[src/rtl/fad_pkg.sv]
package fad_pkg;

  localparam int MAP_LSB = 24;

  typedef enum logic [1:0] {
    MAP_REG_HALF = 2'b00,
    MAP_STREAM   = 2'b01,
    MAP_CMD      = 2'b10,
    MAP_REG_WORD = 2'b11
  } map_e;

  typedef enum logic [3:0] {
    OP_NONE     = 4'd0,
    OP_ERASE    = 4'd1,
    OP_UNLK_BEG = 4'd2,
    OP_UNLK_END = 4'd3,
    OP_LOCK_BEG = 4'd4,
    OP_LOCK_END = 4'd5,
    OP_TGHT_BEG = 4'd6,
    OP_TGHT_END = 4'd7,
    OP_UNLK_ALL = 4'd8
  } op_e;

endpackage

[src/rtl/fad_field_split.sv]
module fad_field_split #(
  parameter int NARROW = 0,
  parameter int BLK_W  = 12,
  parameter int PG_W   = 6,
  parameter int SEC_W  = 2,
  parameter int REG_W  = 16
) (
  input  logic [31:0]      addr,
  output logic [BLK_W-1:0] blk,
  output logic [PG_W-1:0]  pg,
  output logic [SEC_W-1:0] sec,
  output logic [REG_W-1:0] reg_half,
  output logic [REG_W-1:0] reg_word
);

  // location layout chosen by variant
  generate
    if (NARROW != 0) begin : g_narrow
      localparam int SEC_SH = 2;
      localparam int PG_SH  = SEC_SH + SEC_W;
      localparam int BLK_SH = PG_SH + PG_W;
      assign sec = addr[SEC_SH +: SEC_W];
      assign pg  = addr[PG_SH  +: PG_W];
      assign blk = addr[BLK_SH +: BLK_W];
    end else begin : g_wide
      localparam int SEC_SH = 4;
      localparam int PG_SH  = SEC_SH + SEC_W;
      localparam int BLK_SH = PG_SH + PG_W;
      assign sec = addr[SEC_SH +: SEC_W];
      assign pg  = addr[PG_SH  +: PG_W];
      assign blk = addr[BLK_SH +: BLK_W];
    end
  endgenerate

  // register maps: byte address scaled by 2 or by 4
  assign reg_half = addr[1 +: REG_W];
  assign reg_word = addr[2 +: REG_W];

  logic unused_addr;
  assign unused_addr = ^addr;

endmodule

[src/rtl/fad_cmd_decode.sv]
module fad_cmd_decode
  import fad_pkg::*;
(
  input  logic [31:0] code,
  output op_e         op,
  output logic        known
);

  always_comb begin
    known = 1'b1;
    case (code)
      32'h0000_0003: op = OP_ERASE;
      32'h0000_0008: op = OP_UNLK_BEG;
      32'h0000_0009: op = OP_UNLK_END;
      32'h0000_000A: op = OP_LOCK_BEG;
      32'h0000_000B: op = OP_LOCK_END;
      32'h0000_000C: op = OP_TGHT_BEG;
      32'h0000_000D: op = OP_TGHT_END;
      32'h0000_000E: op = OP_UNLK_ALL;
      default: begin
        op    = OP_NONE;
        known = 1'b0;
      end
    endcase
  end

endmodule

[src/rtl/fad_stream_ctr.sv]
module fad_stream_ctr #(
  parameter int MAIN_WORDS  = 1024,
  parameter int SPARE_WORDS = 32,
  parameter int LOC_W       = 20,
  localparam int TOTAL      = MAIN_WORDS + SPARE_WORDS,
  localparam int IDX_W      = $clog2(TOTAL)
) (
  input  logic             clk,
  input  logic             rst_n,
  input  logic             beat,
  input  logic [LOC_W-1:0] loc,
  input  logic             spare_req,
  output logic [IDX_W-1:0] idx,
  output logic             in_spare,
  output logic             last
);

  localparam logic [IDX_W-1:0] LAST_MAIN = IDX_W'(MAIN_WORDS - 1);
  localparam logic [IDX_W-1:0] LAST_ALL  = IDX_W'(TOTAL - 1);
  localparam logic [IDX_W-1:0] SPARE_LO  = IDX_W'(MAIN_WORDS);

  logic             active_q, active_d;
  logic [LOC_W-1:0] loc_q, loc_d;
  logic [IDX_W-1:0] cnt_q, cnt_d;
  logic             spare_q, spare_d;
  logic             restart, spare_sel;

  // current beat
  always_comb begin
    restart   = !active_q || (loc != loc_q);
    idx       = restart ? '0 : cnt_q;
    spare_sel = restart ? spare_req : spare_q;
    last      = spare_sel ? (idx == LAST_ALL) : (idx == LAST_MAIN);
    in_spare  = (idx >= SPARE_LO);
  end

  // next state
  always_comb begin
    active_d = active_q;
    loc_d    = loc_q;
    cnt_d    = cnt_q;
    spare_d  = spare_q;
    if (beat) begin
      active_d = !last;
      loc_d    = loc;
      cnt_d    = last ? '0 : idx + 1'b1;
      spare_d  = spare_sel;
    end
  end

  always_ff @(posedge clk or negedge rst_n) begin
    if (!rst_n) begin
      active_q <= 1'b0;
      loc_q    <= '0;
      cnt_q    <= '0;
      spare_q  <= 1'b0;
    end else if (beat) begin
      active_q <= active_d;
      loc_q    <= loc_d;
      cnt_q    <= cnt_d;
      spare_q  <= spare_d;
    end
  end

  // an open stream always sits strictly inside its page
  p_cnt_in_page_r8: assert property (@(posedge clk) disable iff (!rst_n)
    active_q |-> (cnt_q != '0) && (cnt_q <= (spare_q ? LAST_ALL : LAST_MAIN)));

  // a finished page closes the stream
  p_close_on_last_r10: assert property (@(posedge clk) disable iff (!rst_n)
    (beat && last) |=> !active_q);

endmodule

[src/rtl/flash_access_decoder.sv]
module flash_access_decoder
  import fad_pkg::*;
#(
  parameter int NARROW      = 0,
  parameter int BLK_W       = 12,
  parameter int PG_W        = 6,
  parameter int SEC_W       = 2,
  parameter int REG_W       = 16,
  parameter int MAIN_WORDS  = 1024,
  parameter int SPARE_WORDS = 32,
  localparam int IDX_W      = $clog2(MAIN_WORDS + SPARE_WORDS)
) (
  input  logic             clk,
  input  logic             rst_n,
  input  logic             bus_valid,
  input  logic             bus_write,
  input  logic [31:0]      bus_addr,
  input  logic [31:0]      bus_wdata,
  input  logic             spare_en,
  output logic             req_valid,
  output logic [1:0]       req_kind,
  output logic             req_write,
  output logic [BLK_W-1:0] req_block,
  output logic [PG_W-1:0]  req_page,
  output logic [SEC_W-1:0] req_sector,
  output logic [REG_W-1:0] req_reg,
  output logic [31:0]      req_data,
  output logic [3:0]       cmd_op,
  output logic [IDX_W-1:0] word_idx,
  output logic             in_spare,
  output logic             stream_done,
  output logic             illegal_cmd
);

  localparam int LOC_W = BLK_W + PG_W + SEC_W;

  map_e             map_sel;
  logic [BLK_W-1:0] f_blk;
  logic [PG_W-1:0]  f_pg;
  logic [SEC_W-1:0] f_sec;
  logic [REG_W-1:0] f_rhalf, f_rword;
  op_e              c_op;
  logic             c_known;
  logic [IDX_W-1:0] s_idx;
  logic             s_spare, s_last;
  logic             beat, bad_cmd, issue;

  assign map_sel = map_e'(bus_addr[MAP_LSB +: 2]);

  fad_field_split #(
    .NARROW (NARROW),
    .BLK_W  (BLK_W),
    .PG_W   (PG_W),
    .SEC_W  (SEC_W),
    .REG_W  (REG_W)
  ) u_split (
    .addr     (bus_addr),
    .blk      (f_blk),
    .pg       (f_pg),
    .sec      (f_sec),
    .reg_half (f_rhalf),
    .reg_word (f_rword)
  );

  fad_cmd_decode u_cmd (
    .code  (bus_wdata),
    .op    (c_op),
    .known (c_known)
  );

  assign beat    = bus_valid && (map_sel == MAP_STREAM);
  assign bad_cmd = bus_valid && (map_sel == MAP_CMD) && !(bus_write && c_known);
  assign issue   = bus_valid && !bad_cmd;

  fad_stream_ctr #(
    .MAIN_WORDS  (MAIN_WORDS),
    .SPARE_WORDS (SPARE_WORDS),
    .LOC_W       (LOC_W)
  ) u_ctr (
    .clk       (clk),
    .rst_n     (rst_n),
    .beat      (beat),
    .loc       ({f_blk, f_pg, f_sec}),
    .spare_req (spare_en),
    .idx       (s_idx),
    .in_spare  (s_spare),
    .last      (s_last)
  );

  // next-state values
  logic             valid_d, done_d, ill_d, spare_d;
  logic [REG_W-1:0] reg_d;
  op_e              op_d;
  logic [IDX_W-1:0] idx_d;

  always_comb begin
    valid_d = issue;
    done_d  = beat && s_last;
    ill_d   = illegal_cmd || bad_cmd;
    reg_d   = (map_sel == MAP_REG_WORD) ? f_rword : f_rhalf;
    op_d    = (map_sel == MAP_CMD) ? c_op : OP_NONE;
    idx_d   = beat ? s_idx : '0;
    spare_d = beat && s_spare;
  end

  always_ff @(posedge clk or negedge rst_n) begin
    if (!rst_n) begin
      req_valid   <= 1'b0;
      stream_done <= 1'b0;
      illegal_cmd <= 1'b0;
      req_kind    <= '0;
      req_write   <= 1'b0;
      req_block   <= '0;
      req_page    <= '0;
      req_sector  <= '0;
      req_reg     <= '0;
      req_data    <= '0;
      cmd_op      <= '0;
      word_idx    <= '0;
      in_spare    <= 1'b0;
    end else begin
      req_valid   <= valid_d;
      stream_done <= done_d;
      illegal_cmd <= ill_d;
      if (issue) begin
        req_kind   <= bus_addr[MAP_LSB +: 2];
        req_write  <= bus_write;
        req_block  <= f_blk;
        req_page   <= f_pg;
        req_sector <= f_sec;
        req_reg    <= reg_d;
        req_data   <= bus_wdata;
        cmd_op     <= op_d;
        word_idx   <= idx_d;
        in_spare   <= spare_d;
      end
    end
  end

  // done only accompanies a stream request
  p_done_is_stream_r10: assert property (@(posedge clk) disable iff (!rst_n)
    stream_done |-> req_valid && (req_kind == 2'b01));

  // after a page ends the next cycle cannot continue its count
  p_restart_after_done_r10: assert property (@(posedge clk) disable iff (!rst_n)
    stream_done |=> !(req_valid && (req_kind == 2'b01) && (word_idx != '0)));

  // illegal flag never falls outside reset
  p_sticky_flag_r7: assert property (@(posedge clk) disable iff (!rst_n)
    illegal_cmd |=> illegal_cmd);

  // a rejected command produces no request
  p_reject_no_req_r7: assert property (@(posedge clk) disable iff (!rst_n)
    (bus_valid && (map_sel == MAP_CMD) && !(bus_write && c_known)) |=> !req_valid);

  // command requests always carry an operation
  p_cmd_has_op_r6: assert property (@(posedge clk) disable iff (!rst_n)
    (req_valid && (req_kind == 2'b10)) |-> (cmd_op != 4'd0));

  // non-command accesses always answer next cycle
  p_one_cycle_r11: assert property (@(posedge clk) disable iff (!rst_n)
    (bus_valid && (map_sel != MAP_CMD)) |=> req_valid);

  // a page without spare ends on the last main word
  p_main_end_r9: assert property (@(posedge clk) disable iff (!rst_n)
    (stream_done && !in_spare) |-> (word_idx == IDX_W'(MAIN_WORDS - 1)));

endmodule

[config.mk]
export PLATFORM = sky130hd
export DESIGN_NAME = flash_access_decoder
export DESIGN_NICKNAME = d
export VERILOG_FILES = /design/src/rtl/fad_pkg.sv /design/src/rtl/fad_field_split.sv /design/src/rtl/fad_cmd_decode.sv /design/src/rtl/fad_stream_ctr.sv /design/src/rtl/flash_access_decoder.sv
export SDC_FILE = /design/constraint.sdc
export NUM_CORES = 1
export LEC_CHECK = 0
export BUFFER_PORTS_ARGS = -buffer_cell sky130_fd_sc_hd__buf_4
export CAP_MARGIN = 20
export CELL_PAD_IN_SITES_DETAIL_PLACEMENT = 0
export CELL_PAD_IN_SITES_GLOBAL_PLACEMENT = 1
export CORE_AREA = 3 3 138 140
export DETAILED_ROUTE_END_ITERATION = 12
export DIE_AREA = 0 0 141 143
export PLACE_DENSITY_LB_ADDON = 0.12
export SLEW_MARGIN = 5
export SYNTH_ARGS = -nofsm -noshare
export SYNTH_HDL_FRONTEND = slang
export SYNTH_HIERARCHICAL = 1
export SYNTH_SLANG_ARGS = --single-unit
[constraint.sdc]
create_clock -name clk -period 4 [get_ports clk]
set_clock_uncertainty 0.2 [all_clocks]
set_input_delay 0.8 -clock clk [delete_from_list [all_inputs] [get_ports clk]]
set_output_delay 0.8 -clock clk [all_outputs]
set_load 0.05 [all_outputs]
# Yosys cells after proc, flatten, opt, wreduce, memory -nomap -nowiden
# Cells that the tools add are included.
# word_totals
latch_bits	0
n_memories	0
input_bits	69
rom_bits	0
register_bits	123
mem_bits_rw	0
# op_classes
eq_ne	14
muxes	9
multipliers	0
n_lt_le_gt_ge	1
bitwise	0
n_shift	0
n_div	0
reduce_logical	14
add_sub_neg	1
# op_table
operator	n
32-bit by 4-bit equality test with 1-bit output (second input constant)	7
11-bit 2-to-1 mux	3
32-bit by 2-bit equality test with 1-bit output (second input constant)	1
4-bit case mux with 8 select lines	1
20-bit != test	1
16-bit 2-to-1 mux	1
11-bit by 1-bit adder with 11-bit output (second input constant)	1
11-bit by 10-bit equality test with 1-bit output (second input constant)	1
11-bit equality test (second input constant)	1
11-bit >= comparator (second input constant)	1
8-bit OR reduction	1
1-bit logical AND	7
2-bit equality test (second input constant)	2
1-bit zero test	4
4-bit 2-to-1 mux	1
1-bit 2-to-1 mux	3
2-bit by 1-bit equality test with 1-bit output (second input constant)	1
1-bit logical OR	2

# Longest topological paths before layout
# Gate-level depths: netlist of run 1.
# logic_depth
depth_word	8
depth_mapped	12
mapped_depth_nobuf	10

# By module
# The synthesis of run 1 kept the hierarchy.
# modules_own_cells
module	cells_each	area_per_inst_um2	n_inst
flash_access_decoder	224	3759.9	1
fad_stream_ctr	186	1925.6	1
fad_field_split	52	390.4	1
fad_cmd_decode	22	143.9	1

# Least setup slack after synthesis of run 1
# No wires, ideal clock.
# synth_timing
path_type	input port to flip-flop
startpoint	input port bus_addr[10]
endpoint	register u_ctr.cnt_q[10]
setup_time_ns	0.130
t_required_ns	3.670
path_slack_ns	0.585
path_stages	12
n_path_buf	2
t_arrival_ns	3.085
cell_sequence	buf_4 > xnor2_1 > nand4_1 > nor4_2 > clkbuf_1 > and3_1 > ha_1 > nand4_1 > nor4_1 > nor2_1 > o211ai_1 > o21ai_1
# synth_between
elab_chain_len	6
# synth_rtl
item	line_no	rtl
start, declared	flash_access_decoder.sv:17	input logic [31:0] bus_addr,
20-bit != test *	fad_stream_ctr.sv:30	restart = !active_q || (loc != loc_q);
1-bit logical OR *	fad_stream_ctr.sv:30	
11-bit 2-to-1 mux *	fad_stream_ctr.sv:31	idx = restart ? '0 : cnt_q;
named net s_idx[0]	flash_access_decoder.sv:44	logic [IDX_W-1:0] s_idx;
branches (longest 2 deep; another with 11-bit by 1-bit adder with 11-bit output)	n/a	
11-bit 2-to-1 mux *	fad_stream_ctr.sv:46	cnt_d = last ? '0 : idx + 1'b1;
end signal, assigned	fad_stream_ctr.sv:60	cnt_q <= cnt_d;
end, declared	fad_stream_ctr.sv:24	logic [IDX_W-1:0] cnt_q, cnt_d;
# Mark *: on every way through the listed nets, which the timed path passes.
# A chain may end at the register's enable or synchronous reset.

# Worst setup path in the final report of run 1
# layout_timing
startpoint	input port bus_addr[6]
endpoint	register u_ctr.cnt_q[7]
# The elaborated chain is that of the path after synthesis.

==> metrics.md, run 1 <==
| Metric | Value |
|---|---|
| Max FFs per register | 32 |
| Pins Over Slew Limit | 0 |
| # hold bufs at CTS | 0 |
| Max Cap Violations | 0 |
| Die area | 20200 um^2 |
| Row Count | just under 50 |
| Most frequent cells in the layout | buf_4 (156), dfrtp_1 (123), mux2_2 (52) |
| Worst Setup SP | bus_addr[6] |
| GRT Util Overall | between 10% and 20% |
| Post-DRT Antenna Nets | 0 |
| Routability Congestion | between 0.7 and 0.8 |
| Crit path max fanout | 7 |
| Final min period | approximately 3.2 ns |
| Initial DRC count | 177 |
| Number of diodes | 0 |
| Global-route wire length before repair | 23.3 mm |
| Critical path cell sequence | buf_4, xnor2_1, nand4_1, nor4_2, and3_1, ha_1, nand4_1, a221oi_4, nor3_2, o211ai_1, o21ai_1 |
| CP most frequent cell | nand4_1 |
| Commonest non-fill, non-tap cell in the layout | buf_4 |
| Fin Hold WS | roughly 0.21 ns |
| Setup TNS | 0 ns |
| Die width | roughly 140 um |
| Tcrit/Tclk final | roughly 81% |
| Clock network latency to the later pin of the worst-skew pair | a little over 0.4 ns |
| Max H-tree Level | 4 |
| Syn avg cell area | ~13 um^2 |
| Synthesized area | around 6200 um^2 |
| Final setup fails | 0 |
| Drt wl/cell | around 17 um |
| Mapped Cells | just under 500 |
| Root Driver | clkbuf_16 |
| Total power after layout | around 0.0039 W |
| Detailed Place HPWL | slightly above 10 mm |
| Startpoint Class | primary input |
| Mapped Nets | about 550 |
| Vias per cell | slightly below 5 |
| Largest net degree at the start of global routing | 78 |
| #FFs+latches synth | 123 |
| Via count | 4006 |
| Via count of the first global-routing pass | 4141 |
| Post-CTS Setup Inserts | 0 |
| First-pass detailed-route iteration total | 4 |
| Reg2reg start | u_ctr/loc_q[2] |
| Status | complete, no violations |
| Port Buffer Count | approximately 150 |
| Worst path max stage delay | between 0.4 and 0.5 ns |
| Relative slew margins | between 50% and 60% |
| Seq/Total Area, Yosys | between 40% and 50% |
| Layout cells sized above 1 | ~50% |
| Clock Path Buffers | 2 |
| Initial core utilization | between 30% and 40% |
| Nets | around 660 |
| Die Ht | ~140 um |
| Maximum VDD drop | approximately 0.3 mV |
| Leak | 3.59 nW |
| Worst-margin pin slew | 0.718 ns |
| Inst Count DP | 799 |
| Unique masters post-synth | 51 |
| Antenna violations before repair | 0 |
| Max Clk Rate | between 0.3 and 0.4 GHz |
| Finished Layout Cells | between 800 and 900 |
| WP data required | slightly above 4 ns |
| Crit path kind | primary input to register |
| WP data arrival | around 3.3 ns |
| Drt drc | 0 |
| CP endpoint kind | register |
| TritonCTS buffer count | 17 |
| Unrepaired setup endpoints after global routing | false |
| Hold Crit Class | primary input to async pin |
| I/O pins | 159 |
| Fin. Hold Viols | 0 |
| Post-CTS sizing | 0 |
| Core Box Area | approximately 18000 um^2 |
| PwrDens | slightly above 500 nW/um^2 |
| Drt total wl | around 15 mm |
| CTS tree | built |
| Gr ovfl total | 0 |
| Area grow syn2layout | 25.1% |
| Synth warn | 6 |
| Worst path slowest cell | nor4_2 |
| Clk pin slew, worst setup/hold paths | around 0.050 ns |
| Clock sinks | approximately 120 |
[worst max-delay path: cells and delay by family]
family | cells | cell delay (ns)
and+or+nand+nor | 5 | 1.33
buffers and inverters | 1 | 0.13
AOI/OAI and AO/OA | 3 | 0.59
xor gates and xnor gates | 1 | 0.24
adders and majority gates | 1 | 0.18
[layout make-up]
cell class                 instances  area (um^2)
fill                            1687        10200
sequential                       123         3080
multi-input combinational        272         2550
timing repair buffer             159         1230
clock buffer                      25          505
tap                              229          287
inverter                          16         62.6
clock inverter                     6         61.3
[cells in the mapped netlist (all sizes together)]
library cell,number,area (um^2)
mux2i,1,10.0
xor2,5,43.8
nor3,6,35.0
o31ai,1,21.3
or4b,1,13.8
o22ai,1,6.26
o211ai,6,50.1
a41oi,1,8.76
nand4bb,2,22.5
nor3b,1,7.51
o21ai,11,55.1
a21o,1,7.51
xnor2,17,149
nor4,16,113
nand3,7,35.0
inv,15,56.3
a21oi,3,15.0
nor2b,4,25.0
a2bb2oi,1,8.76
clkinv,1,3.75
and2,3,21.3
a22o,13,114
and3,18,113
dfrtp,123,3080
nand4b,4,35.0
mux2,106,1380
clkbuf,7,26.3
and4bb,1,12.5
buf,66,502
nand2,8,32.5
a221oi,1,26.3
nand3b,1,7.51
or2,1,6.26
o2bb2ai,1,8.76
nand4,12,75.1
a31oi,5,31.3
a31o,1,8.76
ha,1,12.5
nor2,11,41.3
[kinds of logic after synthesis]
logic type                 synth area share (%)
buffers and inverters                      9.45
xor gates and xnor gates                   3.10
muxes                                      22.4
DFF                                        49.5
and+or+nand+nor                            9.58
adders and majority gates                 0.201
AOI/OAI and AO/OA                          5.81
[power by group]
part | internal, W | total [W] | switching (W)
combinational | 0.000387 | 0.000975 | 0.000588
clock | 0.000931 | 0.00147 | 0.000537
sequential | 0.00139 | 0.00147 | 0.0000847
total | 0.00271 | 0.00391 | 0.00121
[stage by stage]
stage          cell area (um^2)  util (%)  setup WS [ns]
2_1_floorplan              6220         -          0.585
3_3_place_gp               7210      40.2          0.348
3_5_place_dp               7210      40.2          0.317
4_1_cts                    7780      43.3          0.762
5_1_grt                    7780      43.3          0.602
6_report                   7780      43.3          0.778
[routing by layer]
metal	track usage (%)	up-vias	wire [um]
met2	22.2	101	6790
li1	-	1899	-
met5	0	-	0
met1	20.6	1996	6750
met3	4.82	10	832
met4	3.98	0	131
[path summary, 6_finish.rpt]
kind / to / slack, ns / cells after the start
worst max-delay path: u_ctr/cnt_q[7] / 0.78 / 11
worst min-delay path: req_write / 0.21 / 1
worst max register to register: u_ctr/cnt_q[7] / 0.89 / 10
worst min register to register: illegal_cmd / 0.27 / 1
max in group asynchronous: u_ctr/loc_q[10] / 2.50 / 2
min in group clk: illegal_cmd / 0.27 / 1
(Power assumes the default switching activity.)
==> inputs of run 2 (changes only) <==
clock period = 2.9 ns   (was 4 ns; I/O delays follow)
==> run 2 against run 1 <==
  * Global-route usage increased by 0.41 points
  * Utilization rose by 3.1 points
  * Final area up 7.3%
  * Clock power rose by 48%
  * Flip-flop and latch count did not move
  * Critical path type is now register to register
  * Critical endpoint is now u_ctr/cnt_q[5]
==> metrics.md, run 2 (synthesis results as in run 1) <==
| Metric | Value |
|---|---|
| Max H-tree Level | 4 |
| Die Ht | between 100 and 150 um |
| Die width | about 140 um |
| Crit path kind | register to register |
| Worst-margin pin slew | approximately 0.66 ns |
| Port Buffer Count | 151 |
| Root Driver | clkbuf_16 |
| Maximum VDD drop | about 0.4 mV |
| Tcrit/Tclk final | a little over nine tenths |
| Dpl ws | -0.290 ns |
| Clock Path Buffers | 2 |
| Inst Count DP | approximately 850 |
| Unrepaired setup endpoints after global routing | true |
| Row Count | 49 |
| Hold path depth | 2 |
| Drt total wl | around 15 mm |
| Max layer used | met4 |
| Worst path slowest cell | dfrtp_1 |
| Detailed Place HPWL | 11.1 mm |
| Drt wl/cell | roughly 17 um |
| PwrDens | ~700 nW/um^2 |
| Max Cap Violations | 0 |
| WP data arrival | ~2.8 ns |
| Number of diodes | 0 |
| Layout cells sized above 1 | between 50% and 60% |
| Crit path max fanout | 7 |
| FF-to-FF path depth | 10 |
| Die area | between 20000 and 25000 um^2 |
| Final setup fails | 0 |
| Fin. Hold Viols | 0 |
| Core Util, Final | a little under half |
| Initial core utilization | 34.6% |
| Initial DRC count | 157 |
| CP endpoint kind | register |
| Clock sinks | roughly 120 |
| Post-DRT Antenna Nets | 0 |
| First-pass detailed-route iteration total | 4 |
| Via count of the first global-routing pass | around 4.5k |
| Routed length on met3 | about 1 mm |
| Total power after layout | about 0.0057 W |
| Worst path max stage delay | roughly 0.40 ns |
| I/O pins | 159 |
| Max FFs per register | 32 |
| WP data required | 2.98 ns |
| Core Box Area | 18000 um^2 |
| CTS tree | built |
| Relative slew margins | 55.3% |
| Via count | ~4.2k |
| Commonest non-fill, non-tap cell in the layout | buf_4 |
| Leak | a little under 4 nW |
| Hold Crit Class | primary input to register |
| Clk pin slew, worst setup/hold paths | around 0.060 ns |
| Area grow syn2layout | 34.2% |
| Largest net degree at the start of global routing | 61 |
| GRT Util Overall | ~15% |
| Worst Slack Setup Final | ~0.14 ns |
| Drt drc | 0 |
| Vias per cell | roughly 4.8 |
| Routed wl met2 | between 7 and 8 mm |
| Global-route wire length before repair | around 24 mm |
| Most frequent cells in the layout | buf_4 (207), dfrtp_1 (123), mux2_2 (52) |
| Critical path cell sequence | xnor2_2, nand4_1, nor4_4, and3_4, ha_4, nand4_1, a221oi_4, nor3_4, o211ai_1, o21ai_1 |
| Reg2reg start | u_ctr/loc_q[18] |
| Hold path start | bus_wdata[7] |
| Final min period | approximately 2.8 ns |
| Routability Congestion | about 0.78 |
| Max Clk Rate | 0.363 GHz |
| Gr ovfl total | 0 |
| Startpoint Class | register |
| TritonCTS buffer count | 17 |
| Status | complete, no violations |
| CP most frequent cell | nand4_1 |
| Finished Layout Cells | around 900 |
| Pins Over Slew Limit | 0 |
| Worst Setup SP | u_ctr/loc_q[18] |
| Metal1 wirelength | a little under 7 mm |
| Clock network latency to the later pin of the worst-skew pair | just over 0.4 ns |
| Nets | ~700 |
| Antenna violations before repair | 0 |
## run 2: changes by cell type in the layout (fill, tap and decap cells not counted), moves of 3 or more
cell      change
and3_1        -3
buf_4        +51
clkbuf_8      -3
clkinv_2      +3
xnor2_1      -10
xnor2_2      +10
## run 2: per-stage QoR
| stage | setup TNS (ns) | cell area (um^2) | hold slack [ns] |
|---|---|---|---|
| 6_report | 0 | 8350 | 0.204 |
| 5_1_grt | -0.224 | 8350 | 0.178 |
| 4_1_cts | 0 | 8300 | 0.186 |
| 3_5_place_dp | -5.34 | 7680 | 0.280 |
| 3_3_place_gp | -3.77 | 7680 | 0.273 |
| 2_1_floorplan | -0.959 | 6320 | 0.0844 |
## run 2: power breakdown
group | internal (W) | total (W) | switching [W]
Sequential | 0.00191 | 0.00204 | 0.000129
Combinational | 0.000633 | 0.00147 | 0.000840
Clock | 0.00139 | 0.00217 | 0.000780
## run 2: layout make-up
type	instances	area, um^2
fillers	1654	9620
flip-flops and latches	123	3080
multi-input cells	272	2680
repair buffers	212	1640
clock buffers	20	457
well taps	229	287
clock inverters	12	145
inverters	16	62.6
## run 2: worst max-delay path, delay by kind of cell, from the launching register on
kind | cells | cell delay, ns
fa+ha+maj | 1 | 0.13
xor+xnor | 1 | 0.19
simple gates | 5 | 1.15
compound gates | 3 | 0.55
flops | 1 | 0.40
## run 2: what timing repair did
item / 4_1_cts / 5_1_grt
hold endpoints to repair: 56 / 0
buffers inserted: 0 / 2
endpoints found under the setup margin: 1 / 11
pin swaps: 0 / 7
gates resized for setup: 1 / 5
hold buffers: 1 / 0
## run 2: layer usage
layer	track usage [%]	vias up
met1	19.9	2103
met4	3.62	0
met2	23.4	104
li1	-	2009
met3	6.50	14
met5	0	-
## run 2: final timing paths
check / to / slack [ns]
setup / recovery: u_ctr/cnt_q[5] / 0.14
hold / removal: req_data[7] / 0.20
setup reg to reg: u_ctr/cnt_q[5] / 0.14
hold reg to reg: req_page[0] / 0.30
max in group asynchronous: req_block[8] / 1.33
min in group asynchronous: word_idx[7] / 0.51
==> inputs of run 3 (changes only) <==
CELL_PAD_IN_SITES_DETAIL_PLACEMENT = 2   (was 0)
CELL_PAD_IN_SITES_GLOBAL_PLACEMENT = 2   (was 1)
CORE_AREA = 3 3 144 146   (was 3 3 138 140)
DIE_AREA = 0 0 147 149   (was 0 0 141 143)
GPL_ROUTABILITY_DRIVEN = 0   (was not set)
==> run 3 against run 2 <==
  * Non-clock buffer count fell by 7
  * Utilization is 3.9 points lower
  * Sequential share of layout area rose by 0.18 points
  * Routed wire length increased by 17%
  * Global-route usage grew 1.3 points
  * Final area fell by 0.48%
  * Final cell count increased by 3.3%
  * Die area is 8.6% higher
  * Critical path type unchanged
  * Largest cell class unchanged
  * Largest power group unchanged
==> metrics.md, run 3 (synthesis results as in run 1) <==
| Metric | Value |
|---|---|
| Status | complete, no violations |
| Nets | slightly above 700 |
| Initial core utilization | a little under a third |
| Hold path depth | 2 |
| WHS Endpoint | req_data[19] |
| PwrDens | 679 nW/um^2 |
| FF-to-FF path depth | 12 |
| Die area | roughly 22000 um^2 |
| Met3 usage in global routing | under 10% |
| Maximum VDD drop | 0.316 mV |
| Clock network latency to the later pin of the worst-skew pair | 0.42 ns |
| Max FFs per register | 32 |
| Clock Path Buffers | 2 |
| First-pass detailed-route iteration total | 4 |
| Area grow syn2layout | 33.5% |
| Tcrit/Tclk final | 95.7% |
| Worst R2R End | u_ctr/cnt_q[7] |
| Drt drc | 0 |
| Detailed Place HPWL | around 13 mm |
| Clk pin slew, worst setup/hold paths | 0.06 ns |
| TritonCTS buffer count | 17 |
| Unrepaired setup endpoints after global routing | true |
| Gr busiest metal | met2 |
| Fin. Hold Viols | 0 |
| Largest net degree at the start of global routing | 59 |
| Finished Layout Cells | between 900 and 1k |
| Max Clk Rate | 0.360 GHz |
| Pins Over Slew Limit | 0 |
| Die width | between 100 and 150 um |
| I/O pins | about 160 |
| GRT Util Overall | ~16% |
| Via count of the first global-routing pass | between 5k and 6k |
| Row Count | just over 50 |
| Hold path start | bus_wdata[19] |
| Commonest non-fill, non-tap cell in the layout | buf_4 |
| Hold Crit Class | primary input to register |
| Antenna violations before repair | 0 |
| CP most frequent cell | nand4_1 |
| Core Box Area | approximately 20000 um^2 |
| Via count | 4309 |
| Logic pwr share | approximately a quarter |
| Drt total wl | approximately 18 mm |
| Max H-tree Level | 4 |
| Layout cells sized above 1 | between 50% and 60% |
| Gr ovfl total | 0 |
| Met1 Use GR | ~21% |
| Crit path kind | register to register |
| Critical path cell sequence | xnor2_1, buf_4, nand4_1, nor4_4, and3_4, ha_4, nand4_1, buf_6, a221oi_4, nor3_4, o211ai_1, o21ai_1 |
| Startpoint Class | register |
| Most frequent cells in the layout | buf_4 (200), dfrtp_1 (123), mux2_2 (52) |
| Post-DRT Antenna Nets | 0 |
| Setup TNS | 0 ns |
| Drt wl/cell | approximately 19 um |
| Core Util, Final | approximately 43% |
| Root Driver | clkbuf_16 |
| Clock sinks | 123 |
| Final min period | approximately 2.8 ns |
| WP data required | 2.97 ns |
| Port Buffer Count | 151 |
| Crit path max fanout | 7 |
| Clock share of power | a little under two fifths |
| Vias per cell | between 4 and 5 |
| Die Ht | 149 um |
| Sw frac | 32.4% |
| Worst-margin pin slew | 0.669 ns |
| Inst Count DP | slightly below 900 |
| Global-route wire length before repair | roughly 28 mm |
| Reg2reg start | u_ctr/loc_q[4] |
| Flop pwr share | between 30 and 40% |
| Met2 Use GR | between 20% and 30% |
| Worst path slowest cell | dfrtp_1 |
| CTS tree | built |
| CP endpoint kind | register |
| Relative slew margins | 55.0% |
| Max Cap Violations | 0 |
| Pint | about 0.0038 W |
| Initial DRC count | between 90 and 100 |
| Worst path max stage delay | between 0.3 and 0.4 ns |
| Final setup fails | 0 |
| Psw | 0.00183 W |
| Number of diodes | 0 |
| WP data arrival | 2.85 ns |
| R2r setup slk | 0.12 ns |
| Leak | between 3 and 4 nW |
## run 3: changes by cell type in the layout (fill, tap and decap cells not counted)
cell        previous run  this run
buf_12                 3         2
buf_4                207       200
buf_6                  1         2
bufinv_16              3         2
clkbuf_8               2         1
clkinv_2               6         2
clkinvlp_4             1         5
inv_6                  1         3
xnor2_1                7         8
xnor2_2               10         9
## run 3: worst max-delay path: cells and delay by family, from the launching register on
family | cells | cell delay [ns]
simple gates | 5 | 0.93
compound gates | 3 | 0.52
flops | 1 | 0.38
buf+inv | 2 | 0.30
xor+xnor | 1 | 0.14
fa+ha+maj | 1 | 0.14
## run 3: routing by layer
layer | up-vias | part of all wire [%]
li1 | 1986 | -
met1 | 2210 | 43
met2 | 97 | 50
met3 | 16 | 5.9
met4 | 0 | 1.0
met5 | - | 0
## run 3: final cells by class
type	instances	area [um^2]
Clock buffer	19	443
Clock inverter	13	143
Fill cell	2023	11200
Inverter	16	62.6
Multi-Input combinational cell	272	2670
Sequential cell	123	3080
Tap cell	265	332
Timing Repair Buffer	205	1570
## run 3: what timing repair did
| item | in CTS | in global routing |
|---|---|---|
| hold endpoints to repair | 55 | 0 |
| pin swaps | 0 | 7 |
| buffers inserted | 0 | 2 |
| resized for setup | 2 | 4 |
| hold buffers | 1 | 0 |
| setup endpoints to repair | 7 | 11 |
## run 3: power by group through the flow
stage	clock (W)	sequential, W	combinational, W
5_1_grt	0.00228	0.00207	0.00155
3_3_place_gp	0	0.00206	0.00145
6_report	0.00214	0.00204	0.00146
3_5_place_dp	0	0.00207	0.00147
4_1_cts	0.00220	0.00204	0.00148
2_1_floorplan	0	0.00254	0.000502
## run 3: worst max-delay path by stage
stage | start | to | slack (ns)
5_1_grt | u_ctr/loc_q[4] | u_ctr/cnt_q[10] | -0.09
6_report | u_ctr/loc_q[4] | u_ctr/cnt_q[7] | 0.12
2_1_floorplan | bus_addr[20] | u_ctr/active_q | -0.11
3_3_place_gp | bus_addr[10] | u_ctr/cnt_q[8] | -0.21
4_1_cts | u_ctr/loc_q[6] | u_ctr/cnt_q[10] | 0.003
3_5_place_dp | bus_addr[12] | u_ctr/cnt_q[10] | -0.31
## run 3: through the flow
step	setup slack [ns]	hold slack (ns)	total power [W]	area (um^2)
after floorplan	-0.112	0.0844	0.00304	6320
after global placement	-0.212	0.269	0.00351	7660
after detailed placement	-0.308	0.276	0.00354	7660
after CTS	0.00341	0.184	0.00572	8270
after global routing	-0.0943	0.187	0.00590	8310
final	0.124	0.204	0.00564	8310
